**src/rtl/dacif_pkg.sv**
```systemverilog
// Package: shared widths and the bundle of synchronized host pins.
// Assumes the word is exactly two bytes wide.
package dacif_pkg;
    localparam int BYTE_W = 8;
    localparam int WORD_W = 2 * BYTE_W;

    typedef struct packed {
        logic              strobe;
        logic              byte_mode;
        logic [BYTE_W-1:0] data;
        logic              hi_en;
        logic              lo_en;
        logic              load;
    } pin_bus_t;
endpackage

```
**src/rtl/dacif_sync.sv**
```systemverilog
// Multi-stage synchronizer for a vector of slow host pins.
// Assumes each bit is independent; the pins are level signals held for several clocks.
module dacif_sync #(
    parameter int W      = 8,
    parameter int STAGES = 2
) (
    input  logic         clk,
    input  logic         rst_n,
    input  logic [W-1:0] async_in,
    output logic [W-1:0] sync_out
);
    logic [W-1:0] stage_q [STAGES];

    generate
        for (genvar s = 0; s < STAGES; s++) begin : g_stage
            // Purpose: one register of the synchronizer chain.
            always_ff @(posedge clk) begin
                if (!rst_n)
                    stage_q[s] <= '0;
                else if (s == 0)
                    stage_q[s] <= async_in;
                else
                    stage_q[s] <= stage_q[(s == 0) ? 0 : s - 1];
            end
        end
    endgenerate

    assign sync_out = stage_q[STAGES-1];
endmodule

```
**src/rtl/dacif_input_rank.sv**
```systemverilog
// First-rank register: byte writes or serial shift on each strobe edge.
// Assumes synchronized inputs and a one-cycle strobe_edge pulse.
module dacif_input_rank
    import dacif_pkg::*;
(
    input  logic              clk,
    input  logic              rst_n,
    input  logic              strobe_edge,
    input  logic              byte_mode,
    input  logic [BYTE_W-1:0] data,
    input  logic              hi_en,
    input  logic              lo_en,
    output logic [WORD_W-1:0] word,
    output logic              chain_out
);
    logic serial_bit;
    logic msb_first;

    assign serial_bit = data[0];
    assign msb_first  = data[1];

    // Purpose: update the first-rank word on a strobe edge.
    always_ff @(posedge clk) begin
        if (!rst_n) begin
            word <= '0;
        end else if (strobe_edge) begin
            if (!byte_mode) begin
                if (msb_first)
                    word <= {word[WORD_W-2:0], serial_bit};
                else
                    word <= {serial_bit, word[WORD_W-1:1]};
            end else begin
                if (hi_en) word[WORD_W-1 -: BYTE_W] <= data;
                if (lo_en) word[BYTE_W-1:0]         <= data;
            end
        end
    end

    // Purpose: select the cascade bit for the current mode and order.
    always_comb begin
        if (byte_mode || msb_first)
            chain_out = word[WORD_W-1];
        else
            chain_out = word[0];
    end

    p_edge_only_r6: assert property (@(posedge clk) disable iff (!rst_n)
        !strobe_edge |=> $stable(word));
    p_msb_shift_r2: assert property (@(posedge clk) disable iff (!rst_n)
        (strobe_edge && !byte_mode && msb_first) |=>
        (word == {$past(word[WORD_W-2:0]), $past(serial_bit)}));
    p_lsb_shift_r3: assert property (@(posedge clk) disable iff (!rst_n)
        (strobe_edge && !byte_mode && !msb_first) |=>
        (word == {$past(serial_bit), $past(word[WORD_W-1:1])}));
    p_hi_ignored_r4: assert property (@(posedge clk) disable iff (!rst_n)
        (strobe_edge && !byte_mode && hi_en && msb_first) |=>
        (word[WORD_W-1:1] == $past(word[WORD_W-2:0])));
    p_reset_r10: assert property (@(posedge clk)
        !rst_n |=> (word == '0));
endmodule

```
**src/rtl/dacif_output_rank.sv**
```systemverilog
// Second-rank register: level load, asynchronous clear to zero or midscale.
// Assumes clear_in is raw and the other inputs are synchronized.
module dacif_output_rank
    import dacif_pkg::*;
#(
    parameter int CLR_STAGES = 2
) (
    input  logic              clk,
    input  logic              rst_n,
    input  logic              clear_in,
    input  logic              clear_to_mid,
    input  logic              load,
    input  logic [WORD_W-1:0] first_word,
    output logic [WORD_W-1:0] dac_code
);
    localparam logic [WORD_W-1:0] MID_CODE = {1'b1, {(WORD_W-1){1'b0}}};

    logic [CLR_STAGES-1:0] clr_hold;
    logic                  clr_active;
    logic [WORD_W-1:0]     clr_target;
    logic [WORD_W-1:0]     dac_q;

    // Purpose: set at once by clear, release after CLR_STAGES clocks.
    always_ff @(posedge clk or posedge clear_in) begin
        if (clear_in)
            clr_hold <= '1;
        else if (!rst_n)
            clr_hold <= '0;
        else
            clr_hold <= {clr_hold[CLR_STAGES-2:0], 1'b0};
    end

    assign clr_active = clear_in | clr_hold[CLR_STAGES-1];
    assign clr_target = clear_to_mid ? MID_CODE : '0;

    // Purpose: second-rank register; clear wins over load.
    always_ff @(posedge clk) begin
        if (!rst_n)
            dac_q <= '0;
        else if (clr_active)
            dac_q <= clr_target;
        else if (load)
            dac_q <= first_word;
    end

    assign dac_code = clr_active ? clr_target : dac_q;

    p_clear_value_r7: assert property (@(posedge clk) disable iff (!rst_n)
        clear_in |-> (dac_code == '0 || dac_code == MID_CODE));
    p_clear_beats_load_r9: assert property (@(posedge clk) disable iff (!rst_n)
        (clear_in && load) |=> (dac_q == '0 || dac_q == MID_CODE));
    p_load_copy_r5: assert property (@(posedge clk) disable iff (!rst_n)
        (load && !clr_active) |=> (dac_q == $past(first_word)));
    p_hold_r8: assert property (@(posedge clk) disable iff (!rst_n)
        (!load && !clr_active) |=> $stable(dac_q));
endmodule

```
**src/rtl/dual_rank_dac_if.sv**
```systemverilog
// Top: synchronizes host pins, detects strobe edges, feeds both ranks.
// Assumes host pins change slowly relative to clk.
module dual_rank_dac_if
    import dacif_pkg::*;
#(
    parameter int SYNC_STAGES = 2
) (
    input  logic              clk,
    input  logic              rst_n,
    input  logic              strobe_in,
    input  logic              byte_mode_in,
    input  logic [BYTE_W-1:0] data_in,
    input  logic              hi_en_in,
    input  logic              lo_en_in,
    input  logic              load_in,
    input  logic              clear_in,
    output logic              chain_out,
    output logic [WORD_W-1:0] dac_code
);
    localparam int PIN_W = $bits(pin_bus_t);

    pin_bus_t          raw_pins;
    pin_bus_t          pins;
    logic [PIN_W-1:0]  pins_vec;
    logic              strobe_prev;
    logic              strobe_edge;
    logic [WORD_W-1:0] first_word;

    assign raw_pins = '{strobe: strobe_in, byte_mode: byte_mode_in, data: data_in,
                        hi_en: hi_en_in, lo_en: lo_en_in, load: load_in};

    dacif_sync #(.W(PIN_W), .STAGES(SYNC_STAGES)) u_sync (
        .clk      (clk),
        .rst_n    (rst_n),
        .async_in (raw_pins),
        .sync_out (pins_vec)
    );
    assign pins = pin_bus_t'(pins_vec);

    // Purpose: remember the previous synchronized strobe for edge detection.
    always_ff @(posedge clk) begin
        if (!rst_n)
            strobe_prev <= 1'b0;
        else
            strobe_prev <= pins.strobe;
    end

    assign strobe_edge = pins.strobe & ~strobe_prev;

    dacif_input_rank u_in (
        .clk         (clk),
        .rst_n       (rst_n),
        .strobe_edge (strobe_edge),
        .byte_mode   (pins.byte_mode),
        .data        (pins.data),
        .hi_en       (pins.hi_en),
        .lo_en       (pins.lo_en),
        .word        (first_word),
        .chain_out   (chain_out)
    );

    dacif_output_rank #(.CLR_STAGES(2)) u_out (
        .clk          (clk),
        .rst_n        (rst_n),
        .clear_in     (clear_in),
        .clear_to_mid (pins.lo_en),
        .load         (pins.load),
        .first_word   (first_word),
        .dac_code     (dac_code)
    );

    p_edge_pulse_r6: assert property (@(posedge clk) disable iff (!rst_n)
        strobe_edge |=> !strobe_edge);
endmodule

```
**config.mk**
```make
export PLATFORM = sky130hd
export DESIGN_NAME = dual_rank_dac_if
export DESIGN_NICKNAME = d
export VERILOG_FILES = /design/src/rtl/dacif_pkg.sv /design/src/rtl/dacif_sync.sv /design/src/rtl/dacif_input_rank.sv /design/src/rtl/dacif_output_rank.sv /design/src/rtl/dual_rank_dac_if.sv
export SDC_FILE = /design/constraint.sdc
export NUM_CORES = 1
export LEC_CHECK = 0
export BUFFER_PORTS_ARGS = -buffer_cell sky130_fd_sc_hd__clkbuf_2
export CORE_MARGIN = 2
export CORE_UTILIZATION = 60
export CTS_CLUSTER_SIZE = 10
export DETAILED_ROUTE_END_ITERATION = 12
export GPL_ROUTABILITY_DRIVEN = 0
export PLACE_DENSITY = 0.83
export SYNTH_ARGS = -nofsm -noshare
export SYNTH_HDL_FRONTEND = slang
export SYNTH_SLANG_ARGS = --single-unit
```
**constraint.sdc**
```tcl
create_clock -name clk -period 2.4 [get_ports clk]
set_clock_uncertainty 0.2 [all_clocks]
set_input_delay 0.24 -clock clk [delete_from_list [all_inputs] [get_ports clk]]
set_output_delay 0.24 -clock clk [all_outputs]
set_load 0.01 [all_outputs]
```
==> key figures, run 1 <==
Timing
  • Final Max Tran Viols: 0
  • Unrepaired setup endpoints after global routing: false
  • Final hold violations: 0
  • Post-route clock period utilization: 0.876
  • Max Freq: 476 MHz
  • Endpoints failing setup: 0
  • Final hold slack: 0.0613 ns
  • Minimum clock period: 2.10 ns
  • Setup TNS: 0 ns

Layout
  • Fill cell count: 286
  • Layout net count: 315
  • N_diodes: 0
  • Area Overhead vs Synth: 19.5%
  • Layout cells sized above 1: 0.209
  • Core Util, Final: 0.738

Clock network
  • TritonCTS clock tree: done
  • Post-CTS Resized: 0
  • Clock transition at path regs: 0.06 ns
  • Post-CTS Setup Bufs: 0
  • H-tree depth: 3
  • Max Root-Sink Buffers: 2
  • TritonCTS Buffers: 9
  • Clock sink count: 61
  • Clock tree root buffer cell: clkbuf_8
  • Worst skew pair latency: 0.33 ns

Logic synthesis
  • Number of synthesized flops with an enable pin: 0
  • Synth Flop Type: dfxtp_1
  • Cell Area, Synth: 2450 um^2
  • Synthesized net count: 271
  • Post-synthesis sequential area ratio: 0.503
  • Syn avg cell area: 9.62 um^2
  • Post-synthesis register bit count: 61
  • Cells after Synth: 255
  • Ys async rst share: 0.0328
  • Yosys cell types: 27
  • Synthesis Warnings: 0

Route
  • Drt pass-1 iters: 4
  • Total wire length: 4590 um
  • Initial drt markers: 113
  • Vias: 1856
  • Via/cell ratio: 5.27
  • Post-DR wirelength/cell: 13.1 um
  • DRC Markers: 0
  • ANT nets after route: 0

GRT
  • Overall Global Routing Usage: 0.230
  • Initial antenna violation count: 0
  • Global-route wire length before repair: 7760 um
  • Pin count of the biggest net entering global routing: 30
  • Number of global-route vias before repair: 1702
  • Remaining Overflow, GRT: 0

Place
  • Dpl hpwl: 2990 um
  • IO buf count: 32

Worst setup path
  • Slowest-stage cell, CP: dlygate4sd3_1
  • R2R setup slack: 0.86 ns
  • Worst-path cell chain: dlygate4sd3_1, clkbuf_2, nor2_2, buf_4, mux2_2, clkbuf_2
  • CP Capture Type: output port
  • Crit path kind: input port to output port
  • CP Data Required Time: 1.96 ns
  • Worst-path fanout max: 19
  • Worst path max stage delay: 0.53 ns
  • Setup crit start kind: input port
  • Most frequent cell on the critical path: clkbuf_2
  • Critical path arrival: 1.66 ns

Die
  • Starting Density: 0.618
  • Die height: 67.9 um
  • Row cnt: 23
  • Die area: 4610 um^2
  • Area of the core: 3970 um^2
  • Num ports: 33
  • Die width: 67.9 um

Power and ir drop
  • LEAKAGE: 0.00116 uW
  • Power consumption: 1970 uW
  • Power Dens Cells: 672 nW/um^2
  • Peak VDD IR: 520 uV

Min path
  • Hold Path Class: input port to flip-flop

Job
  • Max-cap check violation count: 0

Status
  • Status: completed
-- cell families after synthesis --
logic type	after synthesis	synth area share
flip-flops	61	0.503
buffers and inverters	24	0.0495
AND/OR/NAND/NOR	114	0.261
other	1	0.00153
multiplexers	18	0.0745
AO/OA/AOI/OAI	37	0.110
-- synthesized netlist by cell type (3+ instances only) --
cell | instances | area [um^2]
nor2b_1 | 13 | 81.3
inv_1 | 3 | 11.3
mux2i_1 | 16 | 160
nand2b_1 | 3 | 18.8
nand4_1 | 12 | 75.1
or2b_1 | 5 | 37.5
a311oi_2 | 3 | 45.0
buf_2 | 10 | 50.1
nor2_1 | 17 | 63.8
o21ai_0 | 3 | 15.0
nand2_1 | 17 | 63.8
o22ai_1 | 13 | 81.3
dfxtp_1 | 59 | 1180
a211oi_1 | 14 | 105
clkbuf_1 | 7 | 26.3
a21oi_1 | 3 | 15.0
and2_1 | 43 | 269
-- final timing paths --
path,start,depth (start not counted),to
setup / recovery,clear_in,6,dac_code[15]
setup reg to reg,u_out.clr_hold[1]$_DFF_PP1_,4,u_out.dac_q[12]$_SDFFE_PN0P_
hold reg to reg,u_sync.stage_q[0][7]$_SDFF_PN0_,1,u_sync.stage_q[1][7]$_SDFF_PN0_
min in group asynchronous,clear_in,3,u_out.clr_hold[0]$_DFF_PP1_
max in group asynchronous,clear_in,3,u_out.clr_hold[1]$_DFF_PP1_
hold / removal,rst_n,3,u_in.word[4]$_SDFFE_PN0P_
-- worst max-delay path, delay by kind of cell --
kind	cells	cell delay, ns
buffers and inverters	4	0.98
multiplexers	1	0.35
AND/OR/NAND/NOR	1	0.09
-- sequential cells by signal (all words and copies together) (netlist names) --
| signal | flops |
|---|---|
| strobe_prev | 1 |
| u_in.word | 16 |
| u_out.clr_hold | 2 |
| u_out.dac_q | 16 |
| u_sync.stage_q | 26 |
-- stage by stage --
| stage | worst slack, ns | std cells | area [um^2] |
|---|---|---|---|
| after detailed placement | 0.794 | 324 | 2630 |
| after global placement | 0.815 | 324 | 2630 |
| after global routing | 0.194 | 352 | 2930 |
| final | 0.297 | 352 | 2930 |
| after floorplan | 0.906 | 255 | 2450 |
| after CTS | 0.280 | 352 | 2930 |
-- report_power, final --
part           internal (uW)  total [uW]  switching [uW]
registers               1040        1060            12.4
logic                   69.8         144            74.4
clock network            416         770             354
-- layer usage --
layer	GRT usage	vias to the layer above	wire, um
li1	-	948	-
met1	0.288	841	2050
met2	0.362	55	2220
met3	0.0592	12	203
met4	0.128	0	118
met5	0	-	0
-- final cells by class --
cell class / count / area [um^2] / share of cell area
Multi-Input combinational cell: 170 / 1100 / 0.374
Sequential cell: 61 / 1230 / 0.421
Tap cell: 50 / 62.6 / 0.0213
Clock buffer: 12 / 155 / 0.0529
Inverter: 3 / 11.3 / 0.00384
Clock inverter: 2 / 10.0 / 0.00342
Timing Repair Buffer: 54 / 360 / 0.123
-- what timing repair did --
action / 4_1_cts / 5_1_grt
endpoints found under the hold margin: 15 / 0
hold buffers: 14 / 0
setup endpoints to repair: 0 / 0
-- placed cells by master, fill, tap and decap left out, drive strengths merged --
master | netlist | layout
mux2 | 2 | 2
dfstp | 2 | 2
and2b | 1 | 1
a311oi | 3 | 3
a21oi | 3 | 3
o2111ai | 1 | 1
a211oi | 14 | 14
dfxtp | 59 | 59
or2b | 5 | 5
o21ai | 3 | 3
nor2b | 13 | 13
buf | 14 | 8
clkbuf | 7 | 44
nor2 | 18 | 18
clkinv | 0 | 2
dlygate4sd3 | 0 | 14
nand2 | 17 | 17
nand2b | 3 | 3
and2 | 45 | 45
inv | 3 | 3
mux2i | 16 | 16
o22ai | 13 | 13
nand4 | 12 | 12
conb | 1 | 1
(Power assumes the default switching activity.)
==> inputs of run 2 (changes only) <==
GPL_ROUTABILITY_DRIVEN = 1   (was 0)
HOLD_SLACK_MARGIN = 0.15   (was not set)
==> run 2 against run 1 <==
  * Count of clock-buffer cells in the layout unchanged
  * Critical path depth stayed put
  * Sequential power is essentially flat
  * Combinational power barely moved
  * Total power is 0.30% higher
  * Maximum frequency about the same
  * Largest cell class unchanged
  * Cell count increased by 0.28%
  * Wire length grew 1.0%
  * Worst hold slack improved by 0.17 ns
  * Clock power grew 0.5%
  * Utilization is 0.25 points higher
  * Sequential cell count stayed put
==> key figures, run 2 (synthesized netlist as in run 1, its figures left out) <==
Status
  • Status: completed

Worst setup path
  • Setup crit start kind: input port
  • Crit path kind: input port to output port
  • CP Capture Type: output port
  • Reg2Reg Depth: 4
  • Critical path arrival: 1.66 ns
  • CP Data Required Time: 1.96 ns
  • Worst-path fanout max: 19

Die
  • Die height: 67.9 um
  • Num ports: 33
  • Starting Density: 0.618
  • Row cnt: 23
  • Die width: 67.9 um
  • Area of the core: 3970 um^2
  • Die area: 4610 um^2

Clock network
  • Clock transition at path regs: 0.06 ns
  • H-tree depth: 3
  • Hold_buf cts: 15
  • TritonCTS clock tree: done
  • Clock sink count: 61
  • Max Root-Sink Buffers: 2
  • Clock tree root buffer cell: clkbuf_8
  • Post-CTS Resized: 0
  • Worst skew pair latency: 0.34 ns
  • Post-CTS Setup Bufs: 0
  • TritonCTS Buffers: 9

Layout
  • Commonest non-fill, non-tap cell in the layout: dfxtp_1
  • Layout net count: 316
  • Reg with most FFs: u_sync.stage_q
  • Layout cells sized above 1: 0.208
  • Area Overhead vs Synth: 19.9%
  • N_diodes: 0
  • Non-filler cells in the finished layout: 353
  • Fill cell count: 284
  • Largest registers: u_sync.stage_q: 26 flops, u_in.word: 16 flops, u_out.dac_q: 16 flops
  • Most frequent cells in the layout: dfxtp_1, and2_1, clkbuf_2, nor2_1, nand2_1
  • Max reg flops: 26

Timing
  • Minimum clock period: 2.10 ns
  • Final Max Tran Viols: 0
  • Post-route clock period utilization: 0.876
  • Final hold slack: 0.231 ns
  • Setup TNS: 0 ns
  • Max Freq: 476 MHz
  • Unrepaired setup endpoints after global routing: false
  • Final hold violations: 0
  • Endpoints failing setup: 0

GRT
  • Remaining Overflow, GRT: 0
  • Overall Global Routing Usage: 0.231
  • Global-route wire length before repair: 7780 um
  • Pin count of the biggest net entering global routing: 30
  • Number of global-route vias before repair: 1705
  • Initial antenna violation count: 0

Power and ir drop
  • LEAKAGE: 0.00116 uW
  • Power Dens Cells: 672 nW/um^2
  • Peak VDD IR: 519 uV

Route
  • Total wire length: 4640 um
  • Via/cell ratio: 5.23
  • Post-DR wirelength/cell: 13.2 um
  • Drt pass-1 iters: 4
  • ANT nets after route: 0
  • Initial drt markers: 108
  • DRC Markers: 0
  • Vias: 1846

Job
  • Max-cap check violation count: 0

Place
  • Dpl hpwl: 2990 um
  • # placed instances: 324
  • IO buf count: 32
  • Global placement routability congestion: 0.880

Min path
  • Cell count of the worst hold path: 1
  • Hold Path Class: flip-flop to flip-flop
run 2: cell types whose count changed in the layout (fill, tap and decap cells not counted), sizes merged:
| cell | delta |
|---|---|
| dlygate4sd3 | +1 |
run 2: through the flow:
step	utilization	power, uW	area (um^2)	worst slack [ns]
floorplan	-	1170	2450	0.906
global placement	0.661	1200	2630	0.815
detailed placement	0.661	1200	2630	0.794
CTS	0.740	2000	2940	0.280
global route	0.740	2060	2940	0.194
finish	0.740	1980	2940	0.297
run 2: layout make-up:
| class | count | area (um^2) | area share |
|---|---|---|---|
| sequential | 61 | 1230 | 0.420 |
| inverter | 3 | 11.3 | 0.00383 |
| tap | 50 | 62.6 | 0.0213 |
| timing repair buffer | 55 | 370 | 0.126 |
| multi-input combinational | 170 | 1100 | 0.373 |
| clock inverter | 2 | 10.0 | 0.00340 |
| clock buffer | 12 | 155 | 0.0528 |
run 2: critical path, cell delays in order:
cell and delay, ns:
dlygate4sd3_1 0.53, clkbuf_2 0.12, nor2_2 0.09, buf_4 0.20, mux2_2 0.35, clkbuf_2 0.13
run 2: worst paths after layout:
path                                                 start                         endpoint  slack [ns]
max                                               clear_in                     dac_code[15]        0.30
min                        u_sync.stage_q[0][7]$_SDFF_PN0_  u_sync.stage_q[1][7]$_SDFF_PN0_        0.23
max reg2reg                    u_out.clr_hold[1]$_DFF_PP1_      u_out.dac_q[7]$_SDFFE_PN0P_        0.86
min reg2reg                u_sync.stage_q[0][7]$_SDFF_PN0_  u_sync.stage_q[1][7]$_SDFF_PN0_        0.23
max in group asynchronous                         clear_in      u_out.clr_hold[1]$_DFF_PP1_        1.70
min in group asynchronous                         clear_in      u_out.clr_hold[0]$_DFF_PP1_        0.28
run 2: power breakdown:
part | switching (uW) | leakage [uW] | total, uW | internal, uW
logic | 74.8 | 0.000571 | 146 | 70.8
clock network | 359 | 0.0000881 | 774 | 416
registers | 12.3 | 0.000503 | 1060 | 1040
run 2: routing by layer:
layer	global-route usage	vias up	wire [um]	share of wire
li1	-	948	-	-
met1	0.290	831	2090	0.45
met2	0.362	56	2210	0.48
met3	0.0592	11	219	0.047
met4	0.128	0	121	0.026
met5	0	-	0	0
==> inputs of run 3 (changes only) <==
--- a/config.mk
+++ b/config.mk
@@ -8,3 +8,3 @@
 export BUFFER_PORTS_ARGS = -buffer_cell sky130_fd_sc_hd__clkbuf_2
-export CORE_MARGIN = 2
+export CORE_MARGIN = 10
 export CORE_UTILIZATION = 60
--- a/constraint.sdc
+++ b/constraint.sdc
@@ -4,2 +4,2 @@
 set_output_delay 0.24 -clock clk [all_outputs]
-set_load 0.01 [all_outputs]
+set_load 0.1 [all_outputs]
==> run 3 against run 2 <==
  * Combinational power is 9.6% higher
  * Sequential share of layout area is 0.41 points lower
  * Count of clock-buffer cells in the layout is 3 higher
  * Final area is 0.98% higher
  * Clock power is 2% higher
  * Critical path depth stayed put
  * Non-clock buffer count is 3 lower
  * Cell count is 0.28% lower
  * Sequential cell count stayed put
  * Die area is 53% higher
  * Global-route usage is 8.9 points lower
  * Utilization is 0.72 points higher
==> key figures, run 3 (synthesized netlist as in run 1, its figures left out) <==
GRT
  • Global-route wire length before repair: 8180 um
  • Pin count of the biggest net entering global routing: 30
  • Number of global-route vias before repair: 1716
  • Remaining Overflow, GRT: 0
  • Initial antenna violation count: 0
  • Overall Global Routing Usage: 0.142

Place
  • DP Area: 2630 um^2
  • Global placement routability congestion: 0.845
  • # placed instances: 322
  • Dpl hpwl: 3060 um
  • IO buf count: 32
  • Worst slack at placement: 0.614 ns

Die
  • Die area: 7040 um^2
  • Num ports: 33
  • Die height: 83.9 um
  • Starting Density: 0.618
  • Area of the core: 3970 um^2
  • Row cnt: 23
  • Die width: 83.9 um

Worst setup path
  • CP Data Required Time: 1.96 ns
  • Reg2Reg Depth: 4
  • Setup crit start kind: input port
  • Worst-path fanout max: 15
  • Crit path kind: input port to output port
  • CP Capture Type: output port
  • Reg2reg start: u_sync.stage_q[1][11]$_SDFF_PN0_
  • Setup crit start: clear_in
  • Critical path arrival: 1.85 ns

Layout
  • Max reg flops: 26
  • Area Overhead vs Synth: 21.1%
  • Largest registers: u_sync.stage_q: 26 flops, u_in.word: 16 flops, u_out.dac_q: 16 flops
  • Reg with most FFs: u_sync.stage_q
  • Layout net count: 313
  • Fill cell count: 297
  • Layout cells sized above 1: 0.199
  • Commonest non-fill, non-tap cell in the layout: dfxtp_1
  • Non-filler cells in the finished layout: 352
  • Most frequent cells in the layout: dfxtp_1, and2_1, nor2_1, nand2_1
  • N_diodes: 0
  • Post-route cell area: 2970 um^2

Route
  • DRC Markers: 0
  • Vias: 1858
  • Via/cell ratio: 5.28
  • Initial drt markers: 212
  • Post-DR wirelength/cell: 13.6 um
  • ANT nets after route: 0
  • Total wire length: 4770 um
  • Drt pass-1 iters: 4

Clock network
  • Clock tree root buffer cell: clkbuf_8
  • Clock transition at path regs: 0.06 ns
  • H-tree depth: 3
  • Worst skew pair latency: 0.34 ns
  • Clock sink count: 61
  • Max Root-Sink Buffers: 2
  • TritonCTS clock tree: done
  • TritonCTS Buffers: 9

Min path
  • Hold Path Class: flip-flop to flip-flop
  • Hold path start: u_sync.stage_q[0][9]$_SDFF_PN0_
  • Cell count of the worst hold path: 1

Power and ir drop
  • Peak VDD IR: 491 uV
  • Switching power: 458 uW
  • Combinational fraction of design power: 0.080
  • Power Internal: 1550 uW
  • Power consumption: 2000 uW
  • Seq pwr share: 0.527
  • LEAKAGE: 0.00116 uW
  • Sw frac: 0.229
  • Clock power frac: 0.394
  • Power Dens Cells: 675 nW/um^2

Timing
  • Setup WS post-layout: 0.108 ns
  • Max Freq: 436 MHz
  • Unrepaired setup endpoints after global routing: false
  • Final Max Tran Viols: 0
  • Setup TNS: 0 ns
  • Slew @ Worst Pin: 0.554 ns
  • Endpoints failing setup: 0
  • Minimum clock period: 2.29 ns
  • Post-route clock period utilization: 0.955
  • Final hold violations: 0
  • Max transition margin: 0.632

Job
  • Max-cap check violation count: 0

Status
  • Status: completed
run 3: changes by cell type in the layout (fill, tap and decap cells not counted), sizes merged:
cell	change
buf	+1
clkinv	-1
dlygate4sd3	-1
run 3: metrics by stage:
step | hold WS (ns) | util
3_3_place_gp | 0.0710 | 0.661
2_1_floorplan | -0.0485 | -
6_report | 0.231 | 0.748
3_5_place_dp | 0.0747 | 0.661
5_1_grt | 0.252 | 0.748
4_1_cts | 0.232 | 0.739
run 3: final timing paths:
path,endpoint,slack [ns]
setup / recovery,dac_code[1],0.11
hold / removal,u_sync.stage_q[1][9]$_SDFF_PN0_,0.23
setup reg to reg,u_in.word[9]$_SDFFE_PN0P_,0.83
hold reg to reg,u_sync.stage_q[1][9]$_SDFF_PN0_,0.23
max in group asynchronous,u_out.clr_hold[1]$_DFF_PP1_,1.70
min in group asynchronous,u_out.clr_hold[0]$_DFF_PP1_,0.28
run 3: critical path: stages:
cell and delay (ns):
dlygate4sd3_1 0.53, clkbuf_2 0.12, nor2_2 0.19, buf_4 0.22, and2_1 0.13, buf_2 0.42
run 3: layout make-up:
cell class                      count  area [um^2]  share of cell area
Clock buffer                       15          166              0.0560
Clock inverter                      1         5.00             0.00169
Inverter                            3         11.3             0.00379
Multi-Input combinational cell    170         1100               0.370
Sequential cell                    61         1230               0.416
Tap cell                           50         62.6              0.0211
Timing Repair Buffer               52          393               0.132
run 3: timing repair:
action | in CTS | in global routing
endpoints found under the hold margin | 16 | 0
hold buffers | 14 | 0
resized for setup | 0 | 28
endpoints found under the setup margin | 0 | 15
setup buffers | 0 | 0
run 3: power groups by stage:
stage / clock network [uW] / registers [uW] / logic, uW
floorplan: 0 / 1070 / 110
global placement: 0 / 1080 / 137
detailed placement: 0 / 1080 / 139
CTS: 802 / 1060 / 158
global route: 853 / 1060 / 176
finish: 788 / 1060 / 160
run 3: metal layers:
| metal | part of all wire | GRT usage | vias to the layer above |
|---|---|---|---|
| li1 | - | - | 946 |
| met1 | 0.43 | 0.161 | 841 |
| met2 | 0.48 | 0.217 | 55 |
| met3 | 0.073 | 0.0566 | 16 |
| met4 | 0.021 | 0.0868 | 0 |
| met5 | 0 | 0 | - |
